<file path="config.mk">
export PLATFORM = sky130hd
export DESIGN_NAME = uart_regfront
export DESIGN_NICKNAME = d
export VERILOG_FILES = /design/src/rtl/uart_regfront_pkg.sv /design/src/rtl/uart_rxq.sv /design/src/rtl/uart_irqctl.sv /design/src/rtl/uart_regfront.sv
export SDC_FILE = /design/constraint.sdc
export NUM_CORES = 1
export LEC_CHECK = 0
export ABC_AREA = 0
export BUFFER_PORTS_ARGS = -buffer_cell sky130_fd_sc_hd__clkbuf_2
export CORE_MARGIN = 5
export CORE_UTILIZATION = 35
export CTS_CLUSTER_SIZE = 28
export DETAILED_ROUTE_END_ITERATION = 6
export HOLD_SLACK_MARGIN = 0.08
export PLACE_DENSITY = 0.63
export SYNTH_ARGS = -nofsm -noshare
export SYNTH_HDL_FRONTEND = slang
export SYNTH_HIERARCHICAL = 1
export SYNTH_SLANG_ARGS = --single-unit
</file>
<file path="constraint.sdc">
create_clock -name clk -period 8.8 [get_ports clk]
set_input_delay 2.2 -clock clk [delete_from_list [all_inputs] [get_ports clk]]
set_output_delay 2.2 -clock clk [all_outputs]
set_load 0.02 [all_outputs]
</file>
<file path="src/rtl/uart_regfront_pkg.sv">
package uart_regfront_pkg;
  localparam int WORD_DATA  = 0;
  localparam int WORD_FLAGS = 6;
  localparam int WORD_LPDIV = 8;
  localparam int WORD_IBAUD = 9;
  localparam int WORD_FBAUD = 10;
  localparam int WORD_LINE  = 11;
  localparam int WORD_CTRL  = 12;
  localparam int WORD_LEVEL = 13;
  localparam int WORD_MASK  = 14;
  localparam int WORD_RAW   = 15;
  localparam int WORD_MIS   = 16;
  localparam int WORD_CLR   = 17;
  localparam int WORD_DMA   = 18;
  localparam int WORD_ID0   = 'h3F8;

  localparam int ENTRY_W    = 11;
  localparam int BIT_RXIRQ  = 4;
  localparam int BIT_TXIRQ  = 5;
  localparam int BIT_QUEUE  = 4;

  // circular slot arithmetic, kept here so the bench can restate it
  function automatic int ring_slot(int base, int offs, int depth);
    int s;
    s = base + offs;
    if (s >= depth) s = s - depth;
    return s;
  endfunction

  function automatic logic [ENTRY_W-1:0] rx_entry(logic brk, logic [7:0] ch);
    return brk ? ENTRY_W'(11'h400) : {3'b000, ch};
  endfunction

  function automatic logic [7:0] id_byte(logic [63:0] tbl, logic [2:0] idx);
    return tbl[{idx, 3'b000} +: 8];
  endfunction

  function automatic logic [7:0] flag_word(logic rx_full, logic rx_empty);
    return {1'b1, rx_full, 1'b0, rx_empty, 4'b0000};
  endfunction
endpackage

</file>
<file path="src/rtl/uart_rxq.sv">
module uart_rxq
  import uart_regfront_pkg::*;
#(
  parameter int DEPTH = 16,
  parameter int EW    = 11
) (
  input  logic                         clk,
  input  logic                         rst_n,
  input  logic                         push,
  input  logic [EW-1:0]                push_word,
  input  logic                         pop,
  output logic [EW-1:0]                head,
  output logic [$clog2(DEPTH+1)-1:0]   count,
  output logic [$clog2(DEPTH+1)-1:0]   count_nxt
);
  localparam int PW = $clog2(DEPTH);
  localparam int CW = $clog2(DEPTH+1);

  logic [EW-1:0] mem [DEPTH];
  logic [PW-1:0] rd_ptr;
  logic [PW-1:0] wr_slot;
  logic [PW-1:0] rd_next;
  logic          dec;

  assign dec       = pop && (count != '0);
  assign count_nxt = count + CW'(push) - CW'(dec);
  assign wr_slot   = PW'(ring_slot(int'(rd_ptr), int'(count), DEPTH));
  assign rd_next   = PW'(ring_slot(int'(rd_ptr), 1, DEPTH));
  assign head      = mem[rd_ptr];

  always_ff @(posedge clk) begin
    if (push) mem[wr_slot] <= push_word;
  end

  always_ff @(posedge clk or negedge rst_n) begin
    if (!rst_n) begin
      rd_ptr <= '0;
      count  <= '0;
    end else begin
      count <= count_nxt;
      if (dec) rd_ptr <= rd_next;
    end
  end
endmodule

</file>
<file path="src/rtl/uart_irqctl.sv">
module uart_irqctl
  import uart_regfront_pkg::*;
#(
  parameter int TRIG = 1,
  parameter int CW   = 5,
  parameter int RW   = 16
) (
  input  logic          clk,
  input  logic          rst_n,
  input  logic          rx_push,
  input  logic          rx_pop,
  input  logic [CW-1:0] cnt_nxt,
  input  logic          tx_evt,
  input  logic          mask_we,
  input  logic [RW-1:0] mask_wd,
  input  logic          clr_we,
  input  logic [RW-1:0] clr_wd,
  output logic [RW-1:0] raw_word,
  output logic [RW-1:0] mask_q,
  output logic [RW-1:0] masked,
  output logic          irq
);
  logic raw_rx, raw_tx;
  logic rx_set, rx_clr;

  assign rx_set = rx_push && (cnt_nxt == CW'(TRIG));
  assign rx_clr = (rx_pop && (cnt_nxt == CW'(TRIG - 1))) || (clr_we && clr_wd[BIT_RXIRQ]);

  always_ff @(posedge clk or negedge rst_n) begin
    if (!rst_n) begin
      raw_rx <= 1'b0;
      raw_tx <= 1'b0;
      mask_q <= '0;
    end else begin
      if (rx_set)      raw_rx <= 1'b1;
      else if (rx_clr) raw_rx <= 1'b0;
      if (tx_evt)                         raw_tx <= 1'b1;
      else if (clr_we && clr_wd[BIT_TXIRQ]) raw_tx <= 1'b0;
      if (mask_we) mask_q <= mask_wd;
    end
  end

  always_comb begin
    raw_word            = '0;
    raw_word[BIT_RXIRQ] = raw_rx;
    raw_word[BIT_TXIRQ] = raw_tx;
  end

  assign masked = raw_word & mask_q;
  assign irq    = |masked;
endmodule

</file>
<file path="src/rtl/uart_regfront.sv">
module uart_regfront
  import uart_regfront_pkg::*;
#(
  parameter int          AW       = 12,
  parameter int          DEPTH    = 16,
  parameter int          TRIG     = 1,
  parameter int          RW       = 16,
  parameter logic [63:0] ID_BYTES = 64'hE419A35C_00073021
) (
  input  logic          clk,
  input  logic          rst_n,
  input  logic          bus_sel,
  input  logic          bus_wr,
  input  logic [AW-1:0] bus_addr,
  input  logic [31:0]   bus_wdata,
  output logic [31:0]   bus_rdata,
  output logic          bus_err,
  input  logic          rx_push,
  input  logic [7:0]    rx_char,
  input  logic          rx_brk,
  output logic          rx_ready,
  output logic          tx_strobe,
  output logic [7:0]    tx_byte,
  output logic          irq
);
  localparam int CW = $clog2(DEPTH+1);

  logic [31:0]      widx;
  logic             rd, wr, is_id, mapped;
  logic             push_ok, pop_req, fifo_en;
  logic [ENTRY_W-1:0] q_head;
  logic [CW-1:0]    q_count, q_count_nxt;
  logic             rxe_q, rxf_q;
  logic [RW-1:0]    lpdiv, ibaud, fbaud, line, ctrl, level, dma;
  logic [RW-1:0]    raw_word, mask_q, masked;

  assign widx    = 32'(bus_addr[AW-1:2]);
  assign rd      = bus_sel && !bus_wr;
  assign wr      = bus_sel && bus_wr;
  assign is_id   = widx >= WORD_ID0;
  assign mapped  = is_id || widx == WORD_DATA || widx == WORD_FLAGS ||
                   (widx >= WORD_LPDIV && widx <= WORD_DMA);
  assign fifo_en = line[BIT_QUEUE];
  assign rx_ready = fifo_en ? (q_count < CW'(DEPTH)) : (q_count == '0);
  assign push_ok = rx_push && rx_ready;
  assign pop_req = rd && widx == WORD_DATA;

  uart_rxq #(.DEPTH(DEPTH), .EW(ENTRY_W)) u_rxq (
    .clk(clk), .rst_n(rst_n), .push(push_ok),
    .push_word(rx_entry(rx_brk, rx_char)), .pop(pop_req),
    .head(q_head), .count(q_count), .count_nxt(q_count_nxt)
  );

  uart_irqctl #(.TRIG(TRIG), .CW(CW), .RW(RW)) u_irq (
    .clk(clk), .rst_n(rst_n), .rx_push(push_ok), .rx_pop(pop_req),
    .cnt_nxt(q_count_nxt), .tx_evt(wr && widx == WORD_DATA),
    .mask_we(wr && widx == WORD_MASK), .mask_wd(bus_wdata[RW-1:0]),
    .clr_we(wr && widx == WORD_CLR), .clr_wd(bus_wdata[RW-1:0]),
    .raw_word(raw_word), .mask_q(mask_q), .masked(masked), .irq(irq)
  );

  // configuration words
  always_ff @(posedge clk or negedge rst_n) begin
    if (!rst_n) begin
      lpdiv <= '0;
      ibaud <= '0;
      fbaud <= '0;
      line  <= '0;
      ctrl  <= RW'(16'h0300);
      level <= RW'(16'h0012);
      dma   <= '0;
    end else if (wr) begin
      case (widx)
        WORD_LPDIV: lpdiv <= bus_wdata[RW-1:0];
        WORD_IBAUD: ibaud <= bus_wdata[RW-1:0];
        WORD_FBAUD: fbaud <= bus_wdata[RW-1:0];
        WORD_LINE:  line  <= bus_wdata[RW-1:0];
        WORD_CTRL:  ctrl  <= bus_wdata[RW-1:0];
        WORD_LEVEL: level <= bus_wdata[RW-1:0];
        WORD_DMA:   dma   <= bus_wdata[RW-1:0];
        default: ;
      endcase
    end
  end

  // receive flags, transmit strobe, error pulse
  always_ff @(posedge clk or negedge rst_n) begin
    if (!rst_n) begin
      rxe_q     <= 1'b1;
      rxf_q     <= 1'b0;
      tx_strobe <= 1'b0;
      tx_byte   <= '0;
      bus_err   <= 1'b0;
    end else begin
      if (push_ok || pop_req) rxe_q <= (q_count_nxt == '0);
      if (push_ok && (q_count_nxt == CW'(DEPTH) || ctrl[BIT_QUEUE])) rxf_q <= 1'b1;
      else if (pop_req)                                           rxf_q <= 1'b0;
      tx_strobe <= wr && widx == WORD_DATA;
      if (wr && widx == WORD_DATA) tx_byte <= bus_wdata[7:0];
      bus_err <= bus_sel && !mapped;
    end
  end

  always_comb begin
    bus_rdata = '0;
    if (rd) begin
      if (is_id) bus_rdata = {24'b0, id_byte(ID_BYTES, widx[2:0])};
      else begin
        case (widx)
          WORD_DATA:  bus_rdata = 32'(q_head);
          WORD_FLAGS: bus_rdata = {24'b0, flag_word(rxf_q, rxe_q)};
          WORD_LPDIV: bus_rdata = 32'(lpdiv);
          WORD_IBAUD: bus_rdata = 32'(ibaud);
          WORD_FBAUD: bus_rdata = 32'(fbaud);
          WORD_LINE:  bus_rdata = 32'(line);
          WORD_CTRL:  bus_rdata = 32'(ctrl);
          WORD_LEVEL: bus_rdata = 32'(level);
          WORD_MASK:  bus_rdata = 32'(mask_q);
          WORD_RAW:   bus_rdata = 32'(raw_word);
          WORD_MIS:   bus_rdata = 32'(masked);
          WORD_DMA:   bus_rdata = 32'(dma);
          default:    bus_rdata = '0;
        endcase
      end
    end
  end
endmodule

</file>
==> impl_metrics.py, run 1 <==
metrics = {
    "status": {
        "outcome": "completed",
    },
    "clocking": {
        "cts_setup_buffers": 0,
        "cts-root-buf": "clkbuf_16",
        "cts_tree": "done",
        "cts_buffers": 36,
        "cts.reportedPaths.clkPinSlew_ns": 0.06,
        "cts_hold_buf": 0,
        "cts_resized": 0,
        "clk_latency_ns": 0.53,
        "htreeDepth": 2,
        "clk_path_buf_depth": 3,
        "cts_num_sinks": 327,
    },
    "critical_path": {
        "cp_data_arrival_time_ns": 5.13,
        "critPathTopFamily": "simple AND/OR/NAND/NOR gates",
        "path_cells": "clkbuf_2 > inv_1 > ha_1 > nor3b_2 > buf_4 > and3_1 > a22o_1 > a221oi_1 > a31oi_1 > clkbuf_2",
        "cp-start-kind": "input port",
        "r2r_cells": 5,
        "critPathRequiredTime_ns": 6.60,
        "slowest_delay_ns": 0.62,
        "path_common_cell": "clkbuf_2",
        "critical_path_class": "input port to primary output",
        "cp-end-kind": "primary output",
        "rr_startpoint": "u_rxq/rd_ptr[0]$_DFFE_PN0P_",
        "critPathBufInv": 4,
        "reg2reg_slack_ns": 4.74,
        "rr_endpoint": "u_rxq/mem[8][0]$_DFFE_PP_",
        "worstPathMaxFanout": 14,
        "slowest_stage": "ha_1",
    },
    "drt": {
        "first_pass_iters": 6,
        "drt-wirelength-per-cell_um": 22.1,
        "ant_nets": 0,
        "vias": 8929,
        "wl_um": 36400,
        "drt_iter0_drc": 735,
        "drc": 0,
        "avgViaCountPerCell": 5.41,
    },
    "synth": {
        "synth-main-ff-cell": "edfxtp_1",
        "synthSimpleGateAreaFrac_pct": 5.83,
        "synth_commonest_cells": "edfxtp_1, dfrtp_1, mux2_2",
        "yosysMostFrequentCell": "edfxtp_1",
        "synth_compound_area_share_pct": 8.74,
        "muxShareOfSynthArea_pct": 18.0,
        "ys_async_sr_fraction_pct": 46.2,
        "yosysTopAreaCell": "edfxtp_1",
        "synth-edff-count": 176,
        "synth_top_family_by_area": "multiplexers",
        "ys_ff_latch": 327,
        "synthTopCellsByArea": "edfxtp_1, dfrtp_1, mux2_2, mux4_2, a22oi_1",
        "ys_seq_area_share_pct": 60.7,
        "synth_cells": 988,
        "syn_area_um2": 14900,
        "yosys.cell_types.count": 73,
        "avgSynthCellArea_um2": 15.1,
        "yosysWarnings": 6,
        "synth_xor_xnor_area_share_pct": 0.644,
        "synth_top_area_share_pct": 35.4,
        "synth_fa_ha_area_share_pct": 1.44,
    },
    "placement": {
        "io_buffers": 67,
        "dp_cells": 1584,
        "dp_hpwl_um": 23000,
        "placed_cell_area_um2": 15700,
        "gp_congestion": 0.930,
    },
    "global_route": {
        "grtUsageMet1_pct": 20.7,
        "met2_usage_pct": 25.2,
        "grt.busiest_layer": "met2",
        "grt_pass1_wl_um": 56300,
        "grt_overflow_total": 0,
        "grt_use_met3_pct": 3.96,
        "grt_pass1_vias": 9291,
        "grt_max_degree": 78,
        "globalRouteTotalUtil_pct": 15.4,
        "grt_antenna_before_repair": 0,
    },
    "die": {
        "die_w_um": 217,
        "ios": 102,
        "core_area_um2": 42100,
        "die_h_um": 217,
        "die-area_um2": 46900,
        "num_rows": 75,
        "start_util_pct": 35.5,
    },
    "pwr": {
        "vdd_drop_max_mv": 0.173,
        "power_frac_clock_pct": 42.6,
        "p_switching_w": 0.000895,
        "fin_total_pwr_w": 0.00365,
        "leakage_nw": 6.79,
        "p_comb_share_pct": 9.9,
        "power_per_cell_area_nw_per_um2": 215,
        "swShare_pct": 24.6,
        "power_frac_seq_pct": 47.5,
        "internal_power_w": 0.00275,
    },
    "layout": {
        "fin_cells": 1649,
        "antennaDiodeCount": 0,
        "seqCellArea_um2": 9070,
        "synthToLayoutAreaGrowth_pct": 13.3,
        "fill_cells": 3881,
        "final_cell_area_um2": 16900,
        "multi_input_area_um2": 5470,
        "drive_gt1_share_pct": 30.0,
        "postLayoutCoreUtil_pct": 40.2,
        "nNetsFinal": 1157,
    },
    "worst_hold_path": {
        "whs_endpoint": "tx_byte[1]$_DFFE_PN0P_",
        "min_path_cells": 1,
        "hp-start": "tx_byte[1]$_DFFE_PN0P_",
        "hp-class": "flip-flop to flip-flop",
    },
    "timing": {
        "min_period_ns": 7.33,
        "tightestPinTransition_ns": 1.30,
        "clock.fmax_ghz": 0.137,
        "drv_slew": 0,
        "grt_setup_unrepaired": "false",
        "maxSlewHeadroom_pct": 12.8,
        "fin_tns_setup_ns": 0,
        "fin_crit_sh_pct": 83.3,
        "hold_viol": 0,
        "setup_viol": 0,
        "finClkSkew_ns": 0.0100,
    },
    "run": {
        "maxCapViolCount": 0,
    },
}
## cell usage in the layout (no fill, tap or decap), types with 16 or more instances in the layout
| cell type | instances |
|---|---|
| nor2_1 | 43 |
| mux2_2 | 130 |
| mux4_2 | 31 |
| conb_1 | 76 |
| nand2_1 | 38 |
| a221oi_1 | 16 |
| clkbuf_16 | 37 |
| a21oi_1 | 28 |
| dfrtp_1 | 144 |
| edfxtp_1 | 176 |
| clkbuf_2 | 66 |
| a22oi_1 | 58 |
## power by group through the flow
stage               registers, W  clock network [W]  logic (W)
global route             0.00174            0.00165   0.000395
detailed placement       0.00176                  0   0.000358
global placement         0.00176                  0   0.000345
CTS                      0.00173            0.00159   0.000360
finish                   0.00173            0.00155   0.000361
floorplan                0.00175                  0   0.000257
## logic make-up after synthesis
kind of cell    after synthesis
compound gates              176
mux                         188
fa+ha+maj                    16
buf+inv                     112
other cells                   2
simple gates                156
flops                       327
xor+xnor                     11
## worst reg2reg max path, delay by kind of cell, from the launching register on
kind,cells,cell delay [ns]
buffers and inverters,1,0.55
flip-flops,1,0.89
AND/OR/NAND/NOR,2,1.46
adder cells (fa/ha/maj),2,0.78
## how the worst max path moves through the flow
| stage | end | from | cells past startpoint |
|---|---|---|---|
| after CTS | bus_rdata[5] | bus_addr[2] | 10 |
| after floorplan | bus_rdata[12] | bus_addr[3] | 9 |
| final | bus_rdata[5] | bus_addr[2] | 10 |
| after global routing | bus_rdata[2] | bus_addr[2] | 10 |
| after global placement | bus_rdata[2] | bus_addr[2] | 10 |
| after detailed placement | bus_rdata[5] | bus_addr[2] | 10 |
## routing by layer
metal,vias to the layer above,wire [µm]
met4,0,801
met2,337,17500
li1,3915,-
met5,-,0
met3,69,2820
met1,4608,15300
## registers in the layout, summed over array words and instances, names as in the netlist, 4 cells and up
register and flops:
ctrl 16, dma 16, fbaud 16, ibaud 16, level 16, line 16, lpdiv 16, tx_byte 8
u_irq/mask_q 16, u_rxq/count 5, u_rxq/mem 176, u_rxq/rd_ptr 4
## layout make-up
type	count	share of cell area, %
clock buffer	47	5.75
sequential	327	53.6
inverter	13	0.288
clock inverter	18	1.43
multi-input combinational	623	32.3
timing repair buffer	82	2.68
tap	539	3.98
## through the flow
stage	setup WS (ns)	hold WS (ns)
after floorplan	2.61	0.464
after global placement	1.58	0.483
after detailed placement	1.58	0.492
after CTS	1.57	0.507
after global routing	1.35	0.518
final	1.47	0.503
Note: power is estimated with default switching activity, not from simulation.
==> inputs of run 2 (changes only) <==
ABC_AREA = 1   (was 0)
PLACE_DENSITY = 0.65   (was 0.63)
clock period = 6.55 ns   (was 8.8 ns; I/O delays follow)
==> impl_metrics.py, run 2 <==
metrics = {
    "status": {
        "outcome": "completed",
    },
    "synth": {
        "synth_cells": 1839,
        "synth_top_area_share_pct": 32.8,
        "synth-main-ff-cell": "edfxtp_1",
        "avgSynthCellArea_um2": 8.77,
        "yosys.cell_types.count": 41,
        "yosysTopAreaCell": "edfxtp_1",
        "syn_area_um2": 16100,
        "yosysWarnings": 6,
        "ys_ff_latch": 327,
        "yosysMostFrequentCell": "nand2_1",
        "synthTopCellsByArea": "edfxtp_1, dfrtp_1, nand2_1, nand3_1, inv_1",
        "ys_seq_area_share_pct": 56.2,
        "ys_async_sr_fraction_pct": 46.2,
        "synth-edff-count": 176,
        "synth_commonest_cells": "nand2_1, nand3_1, inv_1",
    },
    "clocking": {
        "cts_setup_buffers": 0,
        "cts-root-buf": "clkbuf_16",
        "clk_path_buf_depth": 3,
        "cts.reportedPaths.clkPinSlew_ns": 0.05,
        "clk_latency_ns": 0.54,
        "cts_resized": 0,
        "cts_hold_buf": 0,
        "cts_buffers": 37,
        "cts_num_sinks": 327,
        "htreeDepth": 2,
        "cts_tree": "done",
    },
    "layout": {
        "nNetsFinal": 1984,
        "final_common_cell": "nand2_1",
        "layout_common_cells": "nand2_1, nand3_1, inv_1, edfxtp_1, dfrtp_1",
        "largest_register_ffs": 176,
        "antennaDiodeCount": 0,
        "synthToLayoutAreaGrowth_pct": 12.0,
        "drive_gt1_share_pct": 10.4,
        "postLayoutCoreUtil_pct": 39.7,
        "largest_register": "u_rxq/mem",
        "final_cell_area_um2": 18100,
    },
    "global_route": {
        "grt_pass1_vias": 11400,
        "globalRouteTotalUtil_pct": 16.1,
        "grt_pass1_wl_um": 64400,
        "grt_antenna_before_repair": 0,
        "grt_overflow_total": 0,
        "grt_max_degree": 92,
    },
    "die": {
        "die_w_um": 225,
        "die_h_um": 225,
        "ios": 102,
        "start_util_pct": 35.5,
        "die-area_um2": 50500,
        "core_area_um2": 45500,
        "num_rows": 78,
    },
    "critical_path": {
        "slowest_stage": "inv_1",
        "critical_path_class": "input port to primary output",
        "critPathRequiredTime_ns": 4.91,
        "r2r_cells": 6,
        "path_cells": "clkbuf_2 > inv_1 > ha_1 > nand2_1 > inv_1 > nand2_2 > inv_2 > nand2_1 > nand4_1 > nor2_1 > nor2_1 > clkbuf_2",
        "cp-start-kind": "input port",
        "cp_data_arrival_time_ns": 3.69,
        "cp-end-kind": "primary output",
        "worstPathMaxFanout": 11,
        "slowest_delay_ns": 0.44,
    },
    "pwr": {
        "power_frac_clock_pct": 45.9,
        "power_per_cell_area_nw_per_um2": 258,
        "internal_power_w": 0.00360,
        "p_switching_w": 0.00106,
        "leakage_nw": 8.61,
        "swShare_pct": 22.8,
        "vdd_drop_max_mv": 0.161,
        "p_comb_share_pct": 6.6,
        "power_frac_seq_pct": 47.5,
    },
    "drt": {
        "drt_iter0_drc": 1211,
        "drc": 0,
        "wl_um": 41200,
        "drt-wirelength-per-cell_um": 16.3,
        "ant_nets": 0,
        "vias": 12200,
        "avgViaCountPerCell": 4.83,
        "first_pass_iters": 5,
    },
    "timing": {
        "timing.hold.ws_ns": 0.485,
        "tightestPinTransition_ns": 1.31,
        "min_period_ns": 5.33,
        "grt_setup_unrepaired": "false",
        "clock.fmax_ghz": 0.188,
        "fin_crit_sh_pct": 81.4,
        "finClkSkew_ns": 0.0216,
        "hold_viol": 0,
        "maxSlewHeadroom_pct": 12.2,
        "drv_slew": 0,
        "setup_viol": 0,
        "fin_tns_setup_ns": 0,
    },
    "run": {
        "maxCapViolCount": 0,
    },
    "worst_hold_path": {
        "hp-class": "flip-flop to flip-flop",
        "min_path_cells": 2,
    },
    "placement": {
        "dp_hpwl_um": 25900,
        "gp_congestion": 0.854,
        "io_buffers": 67,
        "placed_cell_area_um2": 16800,
    },
}
==> run 2: cell types whose count changed in the layout (fill, tap and decap cells not counted), sizes merged, moves of 16 or more <==
| cell | before | now |
|---|---|---|
| a21oi | 28 | 7 |
| a221oi | 16 | 0 |
| a22oi | 58 | 0 |
| inv | 17 | 223 |
| mux2 | 138 | 16 |
| mux4 | 44 | 0 |
| nand2 | 41 | 580 |
| nand3 | 6 | 254 |
| nor2 | 43 | 132 |
| o21ai | 6 | 132 |
==> run 2: path summary, 6_finish.rpt <==
kind                                        startpoint                          end  slack (ns)
max                                        bus_addr[3]                bus_rdata[14]        1.22
min                                 dma[3]$_DFFE_PN0P_           dma[3]$_DFFE_PN0P_        0.48
max reg2reg                u_rxq/rd_ptr[0]$_DFFE_PN0P_    u_rxq/mem[5][7]$_DFFE_PP_        3.00
min reg2reg                         dma[3]$_DFFE_PN0P_           dma[3]$_DFFE_PN0P_        0.48
max in group asynchronous                        rst_n  u_rxq/rd_ptr[0]$_DFFE_PN0P_        4.38
min in group asynchronous                        rst_n        level[14]$_DFFE_PN0P_        1.14
==> run 2: routing by layer <==
metal  up-vias  global-route usage, %  share of wire, %
met5         -                      0                 0
met4         0                   4.64               2.3
met3        54                   3.60               9.4
met2       528                   24.6                44
met1      5737                   23.0                44
li1       5924                      -                 -
==> run 2: cell families after synthesis <==
group | after synthesis | synth area share, %
adders and majority gates | 16 | 1.33
and+or+nand+nor | 979 | 25.8
other | 2 | 0.0466
DFF | 327 | 56.2
AOI/OAI and AO/OA | 143 | 4.50
muxes | 16 | 1.35
xor gates and xnor gates | 9 | 0.489
buffers and inverters | 347 | 10.2
==> run 2: area by class of cell <==
cell class / count / area (µm²)
multi-input combinational: 1239 / 5690
fill: 4525 / 27400
timing repair buffer: 81 / 447
sequential: 327 / 9070
clock buffer: 49 / 1050
tap: 600 / 751
inverter: 224 / 846
clock inverter: 17 / 210
==> run 2: critical path: cells and delay by family <==
family / cells / cell delay [ns]
buf+inv: 5 / 1.18
simple gates: 6 / 0.64
fa+ha+maj: 1 / 0.22
==> run 2: stage by stage <==
stage	power, W	worst slack (ns)	instances
floorplan	0.00246	1.98	1913
global placement	0.00254	1.28	2471
detailed placement	0.00256	1.23	2471
CTS	0.00471	1.21	2537
global route	0.00483	1.08	2537
finish	0.00466	1.22	2537
==> run 2: power groups by stage <==
stage	clock (W)	combinational [W]	sequential, W
2_1_floorplan	0	0.000217	0.00225
3_3_place_gp	0	0.000287	0.00225
3_5_place_dp	0	0.000300	0.00225
4_1_cts	0.00219	0.000302	0.00221
5_1_grt	0.00227	0.000341	0.00222
6_report	0.00214	0.000306	0.00221
